`src/rtl/ctl_i2c_pkg.sv`:
```
package ctl_i2c_pkg;

  localparam int BYTE_W = 8;

  typedef enum logic [2:0] {
    ST_IDLE,
    ST_ADDR,
    ST_HDR,
    ST_WR,
    ST_RD,
    ST_SKIP
  } xfer_st_t;

  // Choose the write address of the pair selected by the strap.
  function automatic logic [BYTE_W-1:0] pick_wr_addr(input logic sel,
                                                      input logic [BYTE_W-1:0] base_lo,
                                                      input logic [BYTE_W-1:0] base_hi);
    return sel ? base_hi : base_lo;
  endfunction

  // An address byte hits when its upper seven bits equal the device address.
  function automatic logic addr_hit(input logic [BYTE_W-1:0] rx,
                                    input logic [BYTE_W-1:0] wr_addr);
    return rx[BYTE_W-1:1] == wr_addr[BYTE_W-1:1];
  endfunction

endpackage

```
`src/rtl/ctl_i2c_line_filter.sv`:
```
module ctl_i2c_line_filter #(
  parameter int   SYNC_STAGES = 2,
  parameter int   FILT_LEN    = 2,
  parameter logic RST_VAL     = 1'b1
) (
  input  logic clk,
  input  logic rst_n,
  input  logic raw,
  output logic filt
);

  logic [SYNC_STAGES-1:0] sync_q;
  logic [FILT_LEN-1:0]    hist_q;
  logic                   sync_out;
  logic                   filt_q;

  assign sync_out = sync_q[SYNC_STAGES-1];
  assign filt     = filt_q;

  always_ff @(posedge clk or negedge rst_n) begin
    if (!rst_n) begin
      sync_q <= {SYNC_STAGES{RST_VAL}};
      hist_q <= {FILT_LEN{RST_VAL}};
      filt_q <= RST_VAL;
    end else begin
      sync_q <= {sync_q[SYNC_STAGES-2:0], raw};
      hist_q <= {hist_q[FILT_LEN-2:0], sync_out};
      if (&hist_q)       filt_q <= 1'b1;
      else if (~|hist_q) filt_q <= 1'b0;
    end
  end

  // A new filtered level must have been seen on the synchronized line on two
  // consecutive samples.
  AST_FILT_AGREE: assert property (@(posedge clk) disable iff (!rst_n)
    !$stable(filt_q) |-> ($past(sync_out, 2) == filt_q && $past(sync_out, 3) == filt_q));

endmodule

```
`src/rtl/ctl_i2c_cond_detect.sv`:
```
module ctl_i2c_cond_detect (
  input  logic clk,
  input  logic rst_n,
  input  logic scl_f,
  input  logic sda_f,
  output logic scl_rise,
  output logic scl_fall,
  output logic start_det,
  output logic stop_det
);

  logic scl_q;
  logic sda_q;

  always_ff @(posedge clk or negedge rst_n) begin
    if (!rst_n) begin
      scl_q <= 1'b1;
      sda_q <= 1'b1;
    end else begin
      scl_q <= scl_f;
      sda_q <= sda_f;
    end
  end

  assign scl_rise  = scl_f & ~scl_q;
  assign scl_fall  = ~scl_f & scl_q;
  assign start_det = scl_f & scl_q & sda_q & ~sda_f;
  assign stop_det  = scl_f & scl_q & ~sda_q & sda_f;

endmodule

```
`src/rtl/ctl_i2c_xfer_engine.sv`:
```
module ctl_i2c_xfer_engine
  import ctl_i2c_pkg::*;
(
  input  logic              clk,
  input  logic              rst_n,
  input  logic [BYTE_W-1:0] my_addr,
  input  logic              scl_f,
  input  logic              sda_f,
  input  logic              scl_rise,
  input  logic              scl_fall,
  input  logic              start_det,
  input  logic              stop_det,
  input  logic [BYTE_W-1:0] rd_data,
  output logic              sda_pull,
  output logic [BYTE_W-1:0] rx_byte,
  output logic              hdr_stb,
  output logic              wr_stb,
  output logic              rd_req
);

  localparam int CNT_W = $clog2(BYTE_W + 2);
  localparam logic [CNT_W-1:0] CNT_BYTE = CNT_W'(BYTE_W);
  localparam logic [CNT_W-1:0] CNT_ACK  = CNT_W'(BYTE_W + 1);

  xfer_st_t          st, pend_st;
  logic [CNT_W-1:0]  bit_cnt;
  logic [BYTE_W-1:0] rx_sh, tx_sh, data_q;
  logic              pull_q, load_pend, is_read;
  logic              hdr_q, wr_q, req_q;

  // Named internal events, used by the sequential logic and the assertions.
  logic active, byte_done, ack_end, ack_rise, master_nack;

  assign active      = (st == ST_ADDR) || (st == ST_HDR) || (st == ST_WR) || (st == ST_RD);
  assign byte_done   = active && scl_fall && (bit_cnt == CNT_BYTE);
  assign ack_end     = active && scl_fall && (bit_cnt == CNT_ACK);
  assign ack_rise    = active && scl_rise && (bit_cnt == CNT_BYTE);
  assign master_nack = ack_rise && (st == ST_RD) && sda_f;

  always_ff @(posedge clk or negedge rst_n) begin
    if (!rst_n) begin
      st        <= ST_IDLE;
      pend_st   <= ST_IDLE;
      bit_cnt   <= '0;
      rx_sh     <= '0;
      tx_sh     <= '0;
      data_q    <= '0;
      pull_q    <= 1'b0;
      load_pend <= 1'b0;
      is_read   <= 1'b0;
      hdr_q     <= 1'b0;
      wr_q      <= 1'b0;
      req_q     <= 1'b0;
    end else begin
      hdr_q <= 1'b0;
      wr_q  <= 1'b0;
      req_q <= 1'b0;
      if (start_det) begin
        st        <= ST_ADDR;
        bit_cnt   <= '0;
        pull_q    <= 1'b0;
        load_pend <= 1'b0;
      end else if (stop_det) begin
        st        <= ST_IDLE;
        bit_cnt   <= '0;
        pull_q    <= 1'b0;
        load_pend <= 1'b0;
      end else begin
        if (load_pend) begin
          tx_sh     <= {rd_data[BYTE_W-2:0], 1'b0};
          pull_q    <= ~rd_data[BYTE_W-1];
          load_pend <= 1'b0;
        end
        if (active && scl_rise) begin
          if (bit_cnt < CNT_BYTE) begin
            rx_sh   <= {rx_sh[BYTE_W-2:0], sda_f};
            bit_cnt <= bit_cnt + 1'b1;
          end else if (master_nack) begin
            st <= ST_IDLE;
          end else if (bit_cnt == CNT_BYTE) begin
            bit_cnt <= CNT_ACK;
          end
        end
        if (byte_done) begin
          case (st)
            ST_ADDR: begin
              if (addr_hit(rx_sh, my_addr)) begin
                pull_q  <= 1'b1;
                is_read <= rx_sh[0];
                pend_st <= ST_HDR;
              end else begin
                st <= ST_SKIP;
              end
            end
            ST_HDR: begin
              pull_q  <= 1'b1;
              hdr_q   <= 1'b1;
              data_q  <= rx_sh;
              pend_st <= is_read ? ST_RD : ST_WR;
            end
            ST_WR: begin
              pull_q  <= 1'b1;
              wr_q    <= 1'b1;
              data_q  <= rx_sh;
              pend_st <= ST_WR;
            end
            default: begin
              pull_q  <= 1'b0;
              pend_st <= ST_RD;
            end
          endcase
        end else if (ack_end) begin
          pull_q  <= 1'b0;
          bit_cnt <= '0;
          st      <= pend_st;
          if (pend_st == ST_RD) begin
            req_q     <= 1'b1;
            load_pend <= 1'b1;
          end
        end else if (active && scl_fall && st == ST_RD && bit_cnt != '0) begin
          pull_q <= ~tx_sh[BYTE_W-1];
          tx_sh  <= {tx_sh[BYTE_W-2:0], 1'b0};
        end
      end
    end
  end

  assign sda_pull = pull_q;
  assign rx_byte  = data_q;
  assign hdr_stb  = hdr_q;
  assign wr_stb   = wr_q;
  assign rd_req   = req_q;

  AST_STOP_IDLE: assert property (@(posedge clk) disable iff (!rst_n)
    stop_det |=> (st == ST_IDLE && !pull_q));
  AST_START_ADDR: assert property (@(posedge clk) disable iff (!rst_n)
    start_det |=> (st == ST_ADDR && bit_cnt == '0));
  AST_SKIP_QUIET: assert property (@(posedge clk) disable iff (!rst_n)
    (st == ST_SKIP) |-> (!pull_q && !hdr_q && !wr_q && !req_q));
  AST_STROBE_EXCL: assert property (@(posedge clk) disable iff (!rst_n)
    $onehot0({hdr_q, wr_q, req_q}));
  AST_REQ_IN_READ: assert property (@(posedge clk) disable iff (!rst_n)
    req_q |-> (st == ST_RD));
  AST_NACK_ENDS: assert property (@(posedge clk) disable iff (!rst_n)
    master_nack |=> (st == ST_IDLE && !req_q));
  AST_PULL_SCL_LOW: assert property (@(posedge clk) disable iff (!rst_n)
    (!$stable(pull_q) && !$past(start_det) && !$past(stop_det)) |-> !$past(scl_f));

endmodule

```
`src/rtl/ctl_i2c_target.sv`:
```
module ctl_i2c_target
  import ctl_i2c_pkg::*;
#(
  parameter logic [BYTE_W-1:0] ADDR_LO     = 8'hC2,
  parameter logic [BYTE_W-1:0] ADDR_HI     = 8'hC8,
  parameter int                SYNC_STAGES = 2,
  parameter int                FILT_LEN    = 2
) (
  input  logic              clk,
  input  logic              rst_n,
  input  logic              addr_sel_strap,
  input  logic              scl_i,
  input  logic              sda_i,
  input  logic [BYTE_W-1:0] rd_data,
  output logic              sda_pull,
  output logic [BYTE_W-1:0] rx_byte,
  output logic              hdr_stb,
  output logic              wr_stb,
  output logic              rd_req
);

  localparam int N_LINES = 2;

  logic              strap_q;
  logic [BYTE_W-1:0] my_addr;
  logic [N_LINES-1:0] raw_lines, clean_lines;
  logic scl_f, sda_f;
  logic scl_rise, scl_fall, start_evt, stop_evt;

  // The strap is sampled for as long as reset is held and then kept.
  always_ff @(posedge clk) begin
    if (!rst_n) strap_q <= addr_sel_strap;
  end

  assign my_addr   = pick_wr_addr(strap_q, ADDR_LO, ADDR_HI);
  assign raw_lines = {sda_i, scl_i};

  for (genvar gi = 0; gi < N_LINES; gi++) begin : g_line
    ctl_i2c_line_filter #(
      .SYNC_STAGES(SYNC_STAGES),
      .FILT_LEN   (FILT_LEN),
      .RST_VAL    (1'b1)
    ) u_filt (
      .clk  (clk),
      .rst_n(rst_n),
      .raw  (raw_lines[gi]),
      .filt (clean_lines[gi])
    );
  end

  assign scl_f = clean_lines[0];
  assign sda_f = clean_lines[1];

  ctl_i2c_cond_detect u_cond (
    .clk      (clk),
    .rst_n    (rst_n),
    .scl_f    (scl_f),
    .sda_f    (sda_f),
    .scl_rise (scl_rise),
    .scl_fall (scl_fall),
    .start_det(start_evt),
    .stop_det (stop_evt)
  );

  ctl_i2c_xfer_engine u_eng (
    .clk      (clk),
    .rst_n    (rst_n),
    .my_addr  (my_addr),
    .scl_f    (scl_f),
    .sda_f    (sda_f),
    .scl_rise (scl_rise),
    .scl_fall (scl_fall),
    .start_det(start_evt),
    .stop_det (stop_evt),
    .rd_data  (rd_data),
    .sda_pull (sda_pull),
    .rx_byte  (rx_byte),
    .hdr_stb  (hdr_stb),
    .wr_stb   (wr_stb),
    .rd_req   (rd_req)
  );

  AST_EDGE_EXCL: assert property (@(posedge clk) disable iff (!rst_n)
    !(start_evt && stop_evt) && !(scl_rise && (start_evt || stop_evt)));

endmodule

```
`config.mk`:
```
export PLATFORM = sky130hd
export DESIGN_NAME = ctl_i2c_target
export DESIGN_NICKNAME = d
export VERILOG_FILES = /design/src/rtl/ctl_i2c_pkg.sv /design/src/rtl/ctl_i2c_line_filter.sv /design/src/rtl/ctl_i2c_cond_detect.sv /design/src/rtl/ctl_i2c_xfer_engine.sv /design/src/rtl/ctl_i2c_target.sv
export SDC_FILE = /design/constraint.sdc
export NUM_CORES = 1
export LEC_CHECK = 0
export ABC_AREA = 1
export BUFFER_PORTS_ARGS = -buffer_cell sky130_fd_sc_hd__buf_2
export CORE_UTILIZATION = 58
export CTS_CLUSTER_SIZE = 8
export DETAILED_ROUTE_END_ITERATION = 7
export GPL_TIMING_DRIVEN = 0
export PLACE_DENSITY_LB_ADDON = 0.15
export SYNTH_ARGS = -nofsm -noshare
export SYNTH_HDL_FRONTEND = slang
export SYNTH_SLANG_ARGS = --single-unit
```
`constraint.sdc`:
```
create_clock -name clk -period 1.9 [get_ports clk]
set_input_delay 0 -clock clk [delete_from_list [all_inputs] [get_ports clk]]
set_output_delay 0 -clock clk [all_outputs]
set_load 0.005 [all_outputs]
```
# [Word level (Yosys, flattened, before mapping)]
# Cells that the tools add are included.
[classes] add_sub_neg=1 mul=0 div=0 magnitude_cmp=1 eq_ne=11 shifts=0 mux=50 bitwise_logic=15 reduce_logical=23
[ops] operator="2-to-1 mux 4 bit" count=9
[ops] operator="2-to-1 mux 3 bit" count=11
[ops] operator="2-to-1 mux 8 bit" count=4
[ops] operator="2-to-1 mux 1 bit" count=24
[ops] operator="AND reduction 4 bit" count=3
[ops] operator="logical AND 1 bit" count=9
[ops] operator="one-hot mux 3 bit (3 select lines)" count=1
[ops] operator="== test 4 bit (second input constant)" count=2
[ops] operator="inverter 1 bit" count=8
[ops] operator="AND 1 bit" count=7
[ops] operator="== test 7 bit" count=1
[ops] operator="== test 3 x 2 -> 1 bit (second input constant)" count=2
[ops] operator="== test 3 bit (second input constant)" count=2
[ops] operator="AND reduction 2 bit" count=3
[ops] operator="OR reduction 2 bit" count=3
[ops] operator="AND reduction 5 bit" count=1
[ops] operator="adder 4 x 1 -> 4 bit (second input constant)" count=1
[ops] operator="< comparator 4 bit (second input constant)" count=1
[ops] operator="inequality test 2 x 1 -> 1 bit (second input constant)" count=2
[ops] operator="nonzero test 4 bit" count=1
[ops] operator="== test 3 x 1 -> 1 bit (second input constant)" count=1
[ops] operator="logical OR 1 bit" count=3
[ops] operator="inequality test 2 bit (second input constant)" count=1
[ops] operator="one-hot mux 1 bit (2 select lines)" count=1
[word_totals] register_bits=52 latch_bits=0 mem_bits_rw=0 rom_bits=0 elab_cells=121 mem_count=0

# [Logic depth before layout (Yosys ltp)]
# Gate-level depths: netlist (run 1).
[depth] ltp_word=16 depth_mapped=11 ltp_nobuf=11

# [Cells and area by module]
# From an unflattened synthesis (run 1), not the netlist that was laid out.
[hier_totals] hier_cells=328 area_unflattened_um2=2631.3
[modules_own_cells] mod="ctl_i2c_xfer_engine" instances=1 cells_each=290 area_each_um2=2174.6 seq_area_each_um2=975.9
[modules_own_cells] mod="ctl_i2c_line_filter" instances=2 cells_each=10 area_each_um2=158.9 seq_area_each_um2=131.4
[modules_own_cells] mod="ctl_i2c_cond_detect" instances=1 cells_each=13 area_each_um2=93.8 seq_area_each_um2=52.6
[modules_own_cells] mod="ctl_i2c_target" instances=1 cells_each=5 area_each_um2=45.0 seq_area_each_um2=30.0

# [Worst setup path before layout (run 1)]
# OpenSTA, ideal clock, no wires.
[synth_path] kind="register -> register" start="register u_eng.bit_cnt[0]" end="register u_eng.st[0]" setup_time_ps=116 t_arrival_ps=1347 t_required_ps=1784 slack_ps=437 stages_incl_launch_ff=12 path_cell_list="dfrtp_1 -> inv_1 -> ha_1 -> nand3_1 -> clkinv_1 -> nand3_2 -> buf_4 -> nand2_1 -> nand2_1 -> nand2_1 -> nand2_1 -> nand2_1"
[synth_via] elab_chain_len=12 elab_cells_between_ends=17 cone_classes="order compare: 1; eq/ne: 2; mux: 9; reduce/logical: 5"
[synth_rtl] element="start: declaration" line_no="ctl_i2c_xfer_engine.sv:26" text="logic [CNT_W-1:0] bit_cnt;"
[synth_rtl] element="start signal: assignment" line_no="ctl_i2c_xfer_engine.sv:77" text="bit_cnt <= bit_cnt + 1'b1;"
[synth_rtl] element="== test 4 bit" line_no="ctl_i2c_xfer_engine.sv:35, ctl_i2c_xfer_engine.sv:37"
[synth_rtl] element="logical AND 1 bit" line_no="ctl_i2c_xfer_engine.sv:37" text="assign ack_rise = active && scl_rise && (bit_cnt == CNT_BYTE);"
[synth_rtl] element="logical AND 1 bit (2 in series)" line_no="ctl_i2c_xfer_engine.sv:38" text="assign master_nack = ack_rise && (st == ST_RD) && sda_f;"
[synth_rtl] element="2-to-1 mux 3 bit" line_no="ctl_i2c_xfer_engine.sv:78" text="end else if (master_nack) begin"
[synth_rtl] element="2-to-1 mux 3 bit" line_no="ctl_i2c_xfer_engine.sv:75" text="if (bit_cnt < CNT_BYTE) begin"
[synth_rtl] element="2-to-1 mux 3 bit" line_no="ctl_i2c_xfer_engine.sv:74" text="if (active && scl_rise) begin"
[synth_rtl] element="2-to-1 mux 3 bit" line_no="ctl_i2c_xfer_engine.sv:87" text="if (addr_hit(rx_sh, my_addr)) begin"
[synth_rtl] element="2-to-1 mux 3 bit" line_no="ctl_i2c_xfer_engine.sv:85" text="case (st)"
[synth_rtl] element="2-to-1 mux 3 bit *" line_no="ctl_i2c_xfer_engine.sv:84" text="if (byte_done) begin"
[synth_rtl] element="2-to-1 mux 3 bit *" line_no="ctl_i2c_xfer_engine.sv:63" text="end else if (stop_det) begin"
[synth_rtl] element="2-to-1 mux 3 bit *" line_no="ctl_i2c_xfer_engine.sv:58" text="if (start_det) begin"
[synth_rtl] element="end signal: assignment" line_no="ctl_i2c_xfer_engine.sv:115" text="st <= pend_st;"
[synth_rtl] element="end: declaration" line_no="ctl_i2c_xfer_engine.sv:25" text="xfer_st_t st, pend_st;"
# Mark *: on every way between the ends. The rest lies on a longest branch, timed or not.
# A chain may end at the register's enable or synchronous reset.

# [Worst setup path in the final report (run 1)]
[layout_path] start="register u_eng.bit_cnt[1]" end="register u_eng.st[1]"
# Same word-level chain as after synthesis.

==> results.py, run 1 <==
metrics = {
    "run_status": {
        "status": "completed",
    },
    "setup_path": {
        "cpPeakStageDelay_ns": 0.39,
        "path_cells": "inv_1, ha_1, inv_1, nor2_1, nand3_2, nand2_1, nor2_1, nor2_1, nor2_1",
        "r2r_start": "u_eng.bit_cnt[1]$_DFF_PN0_",
        "worst_path_max_delay_cell": "dfrtp_1",
        "required_ns": 2.10,
        "cpMostUsedCell": "nor2_1",
        "r2r-end": "u_eng.st[1]$_DFF_PN0_",
        "endpoint_kind": "register",
        "reg2regPathDepth": 9,
        "critPathMaxFanout": 10,
        "cp-start-kind": "register",
        "crit_buf_inv": 2,
        "arrival_ns": 1.87,
        "critPathKind": "reg -> reg",
        "r2r_slack_ns": 0.23,
        "crit_family": "simple AND/OR/NAND/NOR gates",
    },
    "yosys": {
        "synth_most_common_cell": "nand2_1",
        "synth_flop_cell": "dfrtp_1",
        "synth_top_area_cell": "dfrtp_1",
        "avgSynthCellArea_sq_um": 8.55,
        "syn_area_sq_mm": 0.00243,
        "netlist_instances": 284,
        "synth_warnings": 0,
        "synth_edf_count": 1,
        "syn_nets": 302,
        "synth_area_leaders": "dfrtp_1 40%, dfstp_2 13%, nand2_1 11%, inv_1 5.9%, nor2_1 4.3%",
        "synth-seq-area-share_pct": 54.4,
        "synth_seq_cells": 52,
        "yosys.cell_types.count": 27,
        "yosysTopAreaCellShare_pct": 40.2,
        "synth_common_cells": "72 x nand2_1, 39 x dfrtp_1, 38 x inv_1, 28 x nor2_1, 15 x o21ai_0",
        "ys_async_sr_fraction_pct": 98.1,
    },
    "routing": {
        "vias_per_cell": 5.15,
        "wl_mm": 4.57,
        "drtIter0Drc": 154,
        "ant_nets": 0,
        "dr.pass1.iters": 4,
        "wl_per_cell_um": 12.4,
        "num_vias": 1904,
        "drc": 0,
    },
    "worst_hold_path": {
        "hold_class": "in -> reg",
        "min-delay-start": "rd_data[5]",
        "whs_path_depth": 5,
        "worstHoldEndpoint": "u_eng.tx_sh[6]$_DFFE_PN0P_",
    },
    "sta": {
        "rsz0062_at_grt": "no",
        "holdWs_ns": 0.00637,
        "hold_viol": 0,
        "slew_violations": 0,
        "fmax_ghz": 0.598,
        "worst_pin_slew_ns": 1.08,
        "finalCritPeriodShare_pct": 88.0,
        "final.setup_skew_ns": 0.00983,
        "fin_crit_ns": 1.67,
        "relSlewSlack_pct": 28.0,
        "setup_viol": 0,
        "tns_ns": 0,
    },
    "cts": {
        "cts_max_level": 2,
        "cts.sinks": 52,
        "cts_tree": "yes",
        "path_clk_slew_ns": 0.09,
        "insertion_delay_ns": 0.31,
        "cts_buffers": 5,
        "root_buffer": "clkbuf_8",
        "cts.path.max_buffers": 2,
        "post_cts_buffers": 0,
    },
    "floorplanning": {
        "die-area_sq_mm": 0.00445,
        "dieHeight_um": 66.7,
        "core_sq_mm": 0.00400,
        "num_rows": 23,
        "io_pins": 25,
        "fp.dieW_um": 66.7,
        "start_util_pct": 60.7,
    },
    "power_and_ir_drop": {
        "p_leak_nw": 1.43,
        "powerDensity_mw_per_mm2": 1070,
        "total_power_mw": 2.95,
        "ir_worst_vdd_uv": 603,
    },
    "global_routing": {
        "grt_pass1_wl_mm": 7.94,
        "grt_pass1_vias": 1834,
        "grt_start_max_net_pins": 53,
        "grt-ovfl-total": 0,
        "grt_antenna_before_repair": 0,
        "track_usage_pct": 24.2,
    },
    "run": {
        "drv_cap": 0,
    },
    "placed_design": {
        "dp.cells": 358,
        "gp_congestion": 0.849,
        "portBuffers": 24,
        "dp_hpwl_mm": 3.06,
    },
    "finish": {
        "antenna_cells": 0,
        "stdcell_count": 370,
        "layout-drive-gt1-share_pct": 18.8,
        "syn_to_final_growth_pct": 13.8,
        "fin_nets": 337,
    },
}
## cells by family (layout without fill, tap and decap cells)
logic type / count (synthesis) / after routing / synth area share [%]
AND/OR/NAND/NOR: 139 / 139 / 26.2
flip-flops: 52 / 52 / 54.4
buffers and inverters: 47 / 83 / 8.09
AO/OA/AOI/OAI: 40 / 40 / 8.35
adder cells (fa/ha/maj): 5 / 5 / 2.58
multiplexers: 1 / 1 / 0.412
## registers in the layout, indices dropped and copies added (netlist names)
register,count
strap_q,1
u_eng.pend_st,3
u_eng.rx_byte,8
u_eng.st,3
u_cond.scl_q,1
u_eng.wr_stb,1
u_eng.bit_cnt,4
g_line.u_filt.filt,2
u_eng.is_read,1
g_line.u_filt.hist_q,4
u_eng.sda_pull,1
g_line.u_filt.sync_q,4
u_eng.tx_sh,8
u_eng.hdr_stb,1
u_cond.sda_q,1
u_eng.rx_sh,8
u_eng.load_pend,1
## tightest hold or removal path, stage by stage
cell and delay, ns:
buf_2 0.07, a21oi_1 0.05, nand2_1 0.05, nand3_1 0.06
nand2_1 0.05
## through the flow
| step | setup WS (ns) | cell area, sq um | util [%] |
|---|---|---|---|
| 2_1_floorplan | 0.437 | 2430 | - |
| 3_3_place_gp | 0.274 | 2610 | 65.3 |
| 3_5_place_dp | 0.247 | 2610 | 65.3 |
| 4_1_cts | 0.225 | 2760 | 69.1 |
| 5_1_grt | 0.0607 | 2760 | 69.1 |
| 6_report | 0.228 | 2760 | 69.1 |
## layout by cell type, fill, tap and decap left out
master / n
nor3_2: 1
nand2_2: 2
dfstp_2: 12
nand4_1: 8
clkbuf_8: 5
nor2_4: 3
buf_6: 2
clkinv_1: 2
buf_4: 1
bufinv_16: 1
a21oi_1: 14
inv_2: 3
dfrtp_1: 39
nand3_1: 14
clkbuf_1: 1
o21ai_1: 10
inv_1: 38
ha_1: 5
mux2i_1: 1
o21ai_0: 15
nand2_1: 72
o21a_1: 1
nand3_2: 2
dlygate4sd3_1: 4
nand3_4: 1
clkinv_4: 1
nor3_1: 7
nor2_1: 28
buf_2: 25
edfxtp_1: 1
nand2_4: 1
## power breakdown
part / leakage [nW] / switching [mW] / internal, mW
clock: 0.0558 / 0.368 / 0.390
combinational: 0.714 / 0.462 / 0.254
sequential: 0.664 / 0.142 / 1.33
## final cells by class
class | count | area (sq um)
multi-input combinational | 185 | 911
buffer | 5 | 38.8
timing repair buffer | 28 | 160
sequential | 52 | 1320
clock buffer | 5 | 68.8
clock inverter | 3 | 42.5
inverter | 42 | 158
tap | 50 | 62.6
fill | 316 | 1240
## layer usage
layer / part of all wire [%] / GRT usage, % / routed length, um
met5: 0 / 0 / 0
met2: 46 / 37.6 / 2110
met1: 49 / 32.1 / 2220
met3: 3.8 / 6.16 / 173
met4: 1.5 / 9.84 / 70
## worst max-delay path by stage
stage                                from                    end  cells after the start
6_report       u_eng.bit_cnt[1]$_DFF_PN0_  u_eng.st[1]$_DFF_PN0_                      9
5_1_grt        u_eng.bit_cnt[0]$_DFF_PN0_  u_eng.st[0]$_DFF_PN0_                     11
4_1_cts        u_eng.bit_cnt[0]$_DFF_PN0_  u_eng.st[0]$_DFF_PN0_                     11
3_5_place_dp   u_eng.bit_cnt[0]$_DFF_PN0_  u_eng.st[0]$_DFF_PN0_                     11
3_3_place_gp   u_eng.bit_cnt[0]$_DFF_PN0_  u_eng.st[0]$_DFF_PN0_                     11
2_1_floorplan  u_eng.bit_cnt[0]$_DFF_PN0_  u_eng.st[0]$_DFF_PN0_                     11
## timing repair
item	CTS	global route
endpoints found under the hold margin	42	0
hold buffers	4	0
resized for setup	0	0
Note: power is estimated with default switching activity, not from simulation.
==> run 2, diff against run 1 <==
--- a/config.mk
+++ b/config.mk
@@ -12,6 +12,7 @@
 export DETAILED_ROUTE_END_ITERATION = 7
 export GPL_TIMING_DRIVEN = 0
 export PLACE_DENSITY_LB_ADDON = 0.15
+export REMOVE_ABC_BUFFERS = 1
 export SYNTH_ARGS = -nofsm -noshare
 export SYNTH_HDL_FRONTEND = slang
 export SYNTH_SLANG_ARGS = --single-unit
==> constraint.sdc (replaced) <==
create_clock -name clk -period 1.9 [get_ports clk]
set_input_delay 0.19 -clock clk [delete_from_list [all_inputs] [get_ports clk]]
set_output_delay 0.19 -clock clk [all_outputs]
set_load 0.005 [all_outputs]
==> run 2 against run 1 <==
Against the previous run:
- via count is 2.0% lower
- flip-flop and latch count stayed put
- register-to-register slack worse by 0.08 ns
- setup slack worse by 0.082 ns
- global-route usage is 2.2 points lower
- sequential share of layout area is 1.1 points higher
- maximum frequency is 4.7% lower
- power is 4.8% lower
- largest cell class unchanged
- largest power group unchanged
==> results.py, run 2 (same netlist as run 1, synthesis figures left out) <==
metrics = {
    "setup_path": {
        "reg2regPathDepth": 10,
        "cpPeakStageDelay_ns": 0.40,
        "arrival_ns": 1.94,
        "endpoint_kind": "register",
        "critPathKind": "reg -> reg",
        "cpMostUsedCell": "nor2_1",
        "r2r-end": "u_eng.st[1]$_DFF_PN0_",
        "path_cells": "inv_1, ha_1, nand3_1, clkinv_1, nand3_4, inv_4, nand2_8, o21ai_0, nor2_1, nor2_1",
        "critPathMaxFanout": 19,
        "required_ns": 2.08,
        "worst_path_max_delay_cell": "dfrtp_1",
        "crit_buf_inv": 3,
        "crit_family": "simple AND/OR/NAND/NOR gates",
        "r2r_start": "u_eng.bit_cnt[0]$_DFF_PN0_",
        "cp-start-kind": "register",
        "r2r_slack_ns": 0.15,
    },
    "sta": {
        "setup_viol": 0,
        "final.setup_skew_ns": 0.0100,
        "fmax_ghz": 0.570,
        "holdWs_ns": 0.0509,
        "rsz0062_at_grt": "no",
        "slew_violations": 0,
        "worst_pin_slew_ns": 1.09,
        "finalCritPeriodShare_pct": 92.3,
        "worst_slack_ns": 0.146,
        "relSlewSlack_pct": 27.7,
        "hold_viol": 0,
        "fin_crit_ns": 1.75,
    },
    "global_routing": {
        "grt-ovfl-total": 0,
        "grt_start_max_net_pins": 53,
        "track_usage_pct": 22.0,
        "grt_pass1_vias": 1715,
        "grt_pass1_wl_mm": 7.30,
        "grt_antenna_before_repair": 0,
    },
    "cts": {
        "insertion_delay_ns": 0.31,
        "cts.path.max_buffers": 2,
        "root_buffer": "clkbuf_8",
        "cts_tree": "yes",
        "cts.sinks": 52,
        "cts_max_level": 2,
        "path_clk_slew_ns": 0.10,
        "cts_buffers": 5,
    },
    "routing": {
        "dr.pass1.iters": 4,
        "vias_per_cell": 5.14,
        "wl_per_cell_um": 11.7,
        "drc": 0,
        "wl_mm": 4.24,
        "ant_nets": 0,
        "num_vias": 1866,
        "drtIter0Drc": 150,
    },
    "power_and_ir_drop": {
        "ir_worst_vdd_uv": 614,
        "powerDensity_mw_per_mm2": 1040,
        "total_power_mw": 2.80,
        "p_leak_nw": 1.38,
    },
    "placed_design": {
        "portBuffers": 24,
        "dp_hpwl_mm": 2.96,
        "dp.cells": 353,
        "preCtsSetupSlack_ns": -0.0580,
        "gp_congestion": 0.840,
        "placed_area_sq_mm": 0.00257,
    },
    "floorplanning": {
        "io_pins": 25,
        "dieHeight_um": 66.7,
        "core_sq_mm": 0.00400,
        "start_util_pct": 60.7,
        "die-area_sq_mm": 0.00445,
        "fp.dieW_um": 66.7,
        "num_rows": 23,
    },
    "run_status": {
        "status": "completed",
    },
    "finish": {
        "stdcell_count": 363,
        "antenna_cells": 0,
        "layout-drive-gt1-share_pct": 18.5,
        "fin_area_sq_mm": 0.00270,
        "register_area_sq_mm": 0.00132,
        "fin_nets": 330,
        "final_cell_mix": "72 x nand2_1, 39 x dfrtp_1, 38 x inv_1, 26 x nor2_1, 24 x buf_2",
        "n_fill_cell": 331,
        "multiInputGateArea_sq_um": 932,
        "layout_commonest_cell": "nand2_1",
        "syn_to_final_growth_pct": 11.3,
    },
    "run": {
        "drv_cap": 0,
    },
    "worst_hold_path": {
        "min-delay-start": "addr_sel_strap",
        "worstHoldEndpoint": "strap_q$_DFFE_PN_",
        "whs_path_depth": 1,
        "hold_class": "in -> reg",
    },
}
## run 2: cell count changes in the layout (fill, tap and decap cells not counted), sizes merged
cell         previous run  this run
buf                    28        24
bufinv                  1         0
clkbuf                  6         5
dlygate4sd3             4         2
inv                    41        42
## run 2: how the worst max path moves through the flow
stage,start,to,slack [ns],cells after the start
after floorplan,u_eng.bit_cnt[0]$_DFF_PN0_,u_eng.pend_st[1]$_DFFE_PN0P_,0.31,10
after global placement,g_line[1].u_filt.filt$_DFFE_PN1P_,u_eng.tx_sh[7]$_DFFE_PN0P_,-0.03,5
after detailed placement,g_line[1].u_filt.filt$_DFFE_PN1P_,u_eng.bit_cnt[2]$_DFF_PN0_,-0.06,6
after CTS,u_eng.bit_cnt[0]$_DFF_PN0_,u_eng.st[1]$_DFF_PN0_,0.03,10
after global routing,u_eng.bit_cnt[0]$_DFF_PN0_,u_eng.st[0]$_DFF_PN0_,0.01,11
final,u_eng.bit_cnt[0]$_DFF_PN0_,u_eng.st[1]$_DFF_PN0_,0.15,10
## run 2: power breakdown
group,internal [mW],switching (mW),total (mW),leakage [nW]
clock network,0.258,0.357,0.614,0.0460
registers,1.33,0.141,1.47,0.664
logic,0.244,0.473,0.717,0.670
total,1.83,0.971,2.80,1.38
## run 2: cell type report
type	instances	share of cell area [%]
Clock inverter	3	0.648
Sequential cell	52	48.9
Clock buffer	5	2.55
Timing Repair Buffer	26	5.19
Inverter	42	5.93
Multi-Input combinational cell	185	34.5
Tap cell	50	2.31
## run 2: what timing repair did
| item | in CTS | in global routing |
|---|---|---|
| hold endpoints to repair | 2 | 0 |
| endpoints found under the setup margin | 11 | 15 |
| gates cloned | 0 | 0 |
| setup buffers | 0 | 0 |
| resized for setup | 1 | 4 |
| hold buffers | 2 | 0 |
## run 2: metrics by stage
stage | util, % | setup TNS, ns
after floorplan | - | 0
after global placement | 64.3 | -0.248
after detailed placement | 64.3 | -0.356
after CTS | 67.0 | 0
after global routing | 67.6 | 0
final | 67.6 | 0
## run 2: per-layer routing
layer	global-route usage (%)	part of all wire [%]	vias up
li1	-	-	962
met1	28.2	46	859
met2	36.2	48	39
met5	0	0	-
met4	7.98	1.4	0
met3	5.14	3.9	6
==> run 3, diff against run 2 <==
--- a/config.mk
+++ b/config.mk
@@ -7,7 +7,7 @@
 export LEC_CHECK = 0
 export ABC_AREA = 1
 export BUFFER_PORTS_ARGS = -buffer_cell sky130_fd_sc_hd__buf_2
-export CORE_UTILIZATION = 58
+export CORE_UTILIZATION = 55
 export CTS_CLUSTER_SIZE = 8
 export DETAILED_ROUTE_END_ITERATION = 7
 export GPL_TIMING_DRIVEN = 0
==> run 3 against run 2 <==
Against the previous run:
- sequential share of layout area hardly changed
- die area increased by 5.3%
- combinational power down 0.8%
- critical path depth unchanged
- clock skew decreased by 0.0027 ns
- final cell count did not move
- flip-flop and latch count is the same
- via count decreased by 1.3%
- sequential power hardly changed
- highest routed layer unchanged
==> results.py, run 3 (same netlist as run 1, synthesis figures left out) <==
metrics = {
    "routing": {
        "wl_mm": 4.22,
        "vias_per_cell": 5.07,
        "drc": 0,
        "ant_nets": 0,
        "wl_per_cell_um": 11.6,
        "drtIter0Drc": 81,
        "num_vias": 1841,
        "dr.pass1.iters": 4,
    },
    "cts": {
        "cts.path.max_buffers": 2,
        "cts_tree": "yes",
        "post_cts_buffers": 0,
        "cts_max_level": 2,
        "cts.sinks": 52,
        "path_clk_slew_ns": 0.09,
        "root_buffer": "clkbuf_8",
        "cts_buffers": 5,
        "insertion_delay_ns": 0.31,
    },
    "global_routing": {
        "grt_pass1_wl_mm": 7.27,
        "grt-ovfl-total": 0,
        "track_usage_pct": 21.2,
        "grt_pass1_vias": 1766,
        "grt_start_max_net_pins": 53,
        "grt_antenna_before_repair": 0,
    },
    "power_and_ir_drop": {
        "powerDensity_mw_per_mm2": 1030,
        "combPwrFrac_pct": 25.4,
        "p_leak_nw": 1.37,
        "switchingPower_mw": 0.962,
        "power.internal_mw": 1.84,
        "ir_worst_vdd_uv": 651,
        "p_clk_share_pct": 22.1,
        "seq_power_share_pct": 52.5,
        "p_sw_share_pct": 34.4,
    },
    "setup_path": {
        "critPathKind": "reg -> reg",
        "crit_buf_inv": 4,
        "arrival_ns": 1.93,
        "path_cells": "inv_1, ha_1, nand3_1, clkinv_1, nand3_4, inv_6, nand2_1, inv_2, nand2_1, o21a_1",
        "r2r_slack_ns": 0.16,
        "crit_family": "simple AND/OR/NAND/NOR gates",
        "worst_path_max_delay_cell": "dfrtp_1",
        "reg2regPathDepth": 10,
        "required_ns": 2.10,
        "critPathMaxFanout": 11,
        "r2r_start": "u_eng.bit_cnt[0]$_DFF_PN0_",
        "r2r-end": "u_eng.pend_st[1]$_DFFE_PN0P_",
        "cp-start-kind": "register",
        "endpoint_kind": "register",
        "cpPeakStageDelay_ns": 0.42,
        "cpMostUsedCell": "nand2_1",
    },
    "sta": {
        "worst_pin_slew_ns": 1.08,
        "hold_viol": 0,
        "tns_ns": 0,
        "relSlewSlack_pct": 27.9,
        "holdWs_ns": 0.0578,
        "slew_violations": 0,
        "fmax_ghz": 0.576,
        "final.setup_skew_ns": 0.00734,
        "worst_slack_ns": 0.163,
        "setup_viol": 0,
        "fin_crit_ns": 1.74,
        "finalCritPeriodShare_pct": 91.4,
    },
    "finish": {
        "syn_to_final_growth_pct": 11.4,
        "antenna_cells": 0,
        "fin_area_sq_mm": 0.00271,
        "final_cell_mix": "72 x nand2_1, 39 x dfrtp_1, 38 x inv_1, 27 x nor2_1, 24 x buf_2",
        "fin_util_pct": 65.7,
        "fin_nets": 330,
        "layout-drive-gt1-share_pct": 18.2,
        "layout_commonest_cell": "nand2_1",
    },
    "placed_design": {
        "portBuffers": 24,
        "preCtsSetupSlack_ns": -0.00695,
        "placed_area_sq_mm": 0.00257,
        "dp_hpwl_mm": 3.00,
        "gp_congestion": 0.778,
    },
    "worst_hold_path": {
        "worstHoldEndpoint": "strap_q$_DFFE_PN_",
        "min-delay-start": "addr_sel_strap",
        "hold_class": "in -> reg",
        "whs_path_depth": 1,
    },
    "floorplanning": {
        "core_sq_mm": 0.00412,
        "fp.dieW_um": 68.5,
        "num_rows": 23,
        "dieHeight_um": 68.5,
        "start_util_pct": 59.0,
        "die-area_sq_mm": 0.00469,
        "io_pins": 25,
    },
    "run_status": {
        "status": "completed",
    },
    "run": {
        "drv_cap": 0,
    },
}
## run 3: cell count changes in the layout (fill, tap and decap cells not counted)
| cell | delta |
|---|---|
| clkinv_4 | +1 |
| nor2_2 | -1 |
| clkinvlp_4 | +1 |
| clkinv_1 | -1 |
| inv_4 | -1 |
| clkbuf_1 | +1 |
| nor2_1 | +1 |
| clkinv_2 | -1 |
## run 3: metrics by stage
| step | power, mW | cells |
|---|---|---|
| after global placement | 2.16 | 353 |
| after CTS | 2.81 | 363 |
| after detailed placement | 2.19 | 353 |
| after global routing | 3.01 | 363 |
| after floorplan | 2.01 | 279 |
| final | 2.80 | 363 |
## run 3: power by group through the flow
stage / sequential [mW] / combinational (mW) / clock [mW]
final: 1.47 / 0.711 / 0.619
after global routing: 1.50 / 0.840 / 0.670
after CTS: 1.47 / 0.711 / 0.635
after detailed placement: 1.49 / 0.704 / 0
after global placement: 1.48 / 0.682 / 0
after floorplan: 1.46 / 0.554 / 0
## run 3: cell type report
cell class                 count  area (sq um)
sequential                    52          1320
clock buffer                   6          72.6
timing repair buffer          26           140
fill                         359          1410
clock inverter                 2          16.3
tap                           50          62.6
inverter                      42           163
multi-input combinational    185           930
## run 3: how the worst max path moves through the flow
stage | depth (start not counted) | end | start
finish | 10 | u_eng.pend_st[1]$_DFFE_PN0P_ | u_eng.bit_cnt[0]$_DFF_PN0_
global route | 10 | u_eng.pend_st[1]$_DFFE_PN0P_ | u_eng.bit_cnt[0]$_DFF_PN0_
CTS | 10 | u_eng.pend_st[1]$_DFFE_PN0P_ | u_eng.bit_cnt[0]$_DFF_PN0_
detailed placement | 5 | u_eng.tx_sh[6]$_DFFE_PN0P_ | g_line[1].u_filt.filt$_DFFE_PN1P_
global placement | 6 | u_eng.bit_cnt[0]$_DFF_PN0_ | g_line[1].u_filt.filt$_DFFE_PN1P_
floorplan | 10 | u_eng.pend_st[1]$_DFFE_PN0P_ | u_eng.bit_cnt[0]$_DFF_PN0_
## run 3: timing repair
action / in CTS / in global routing
hold buffers: 2 / 0
cloned: 0 / 0
hold endpoints to repair: 2 / 0
pin swaps: 0 / 0
gates resized for setup: 1 / 4
endpoints found under the setup margin: 10 / 14
## run 3: per-layer routing
metal | GRT usage (%) | routed length (um) | part of all wire (%)
met1 | 25.7 | 2020 | 48
met2 | 36.3 | 2030 | 48
met3 | 5.00 | 116 | 2.7
met4 | 8.07 | 56 | 1.3
met5 | 0 | 0 | 0
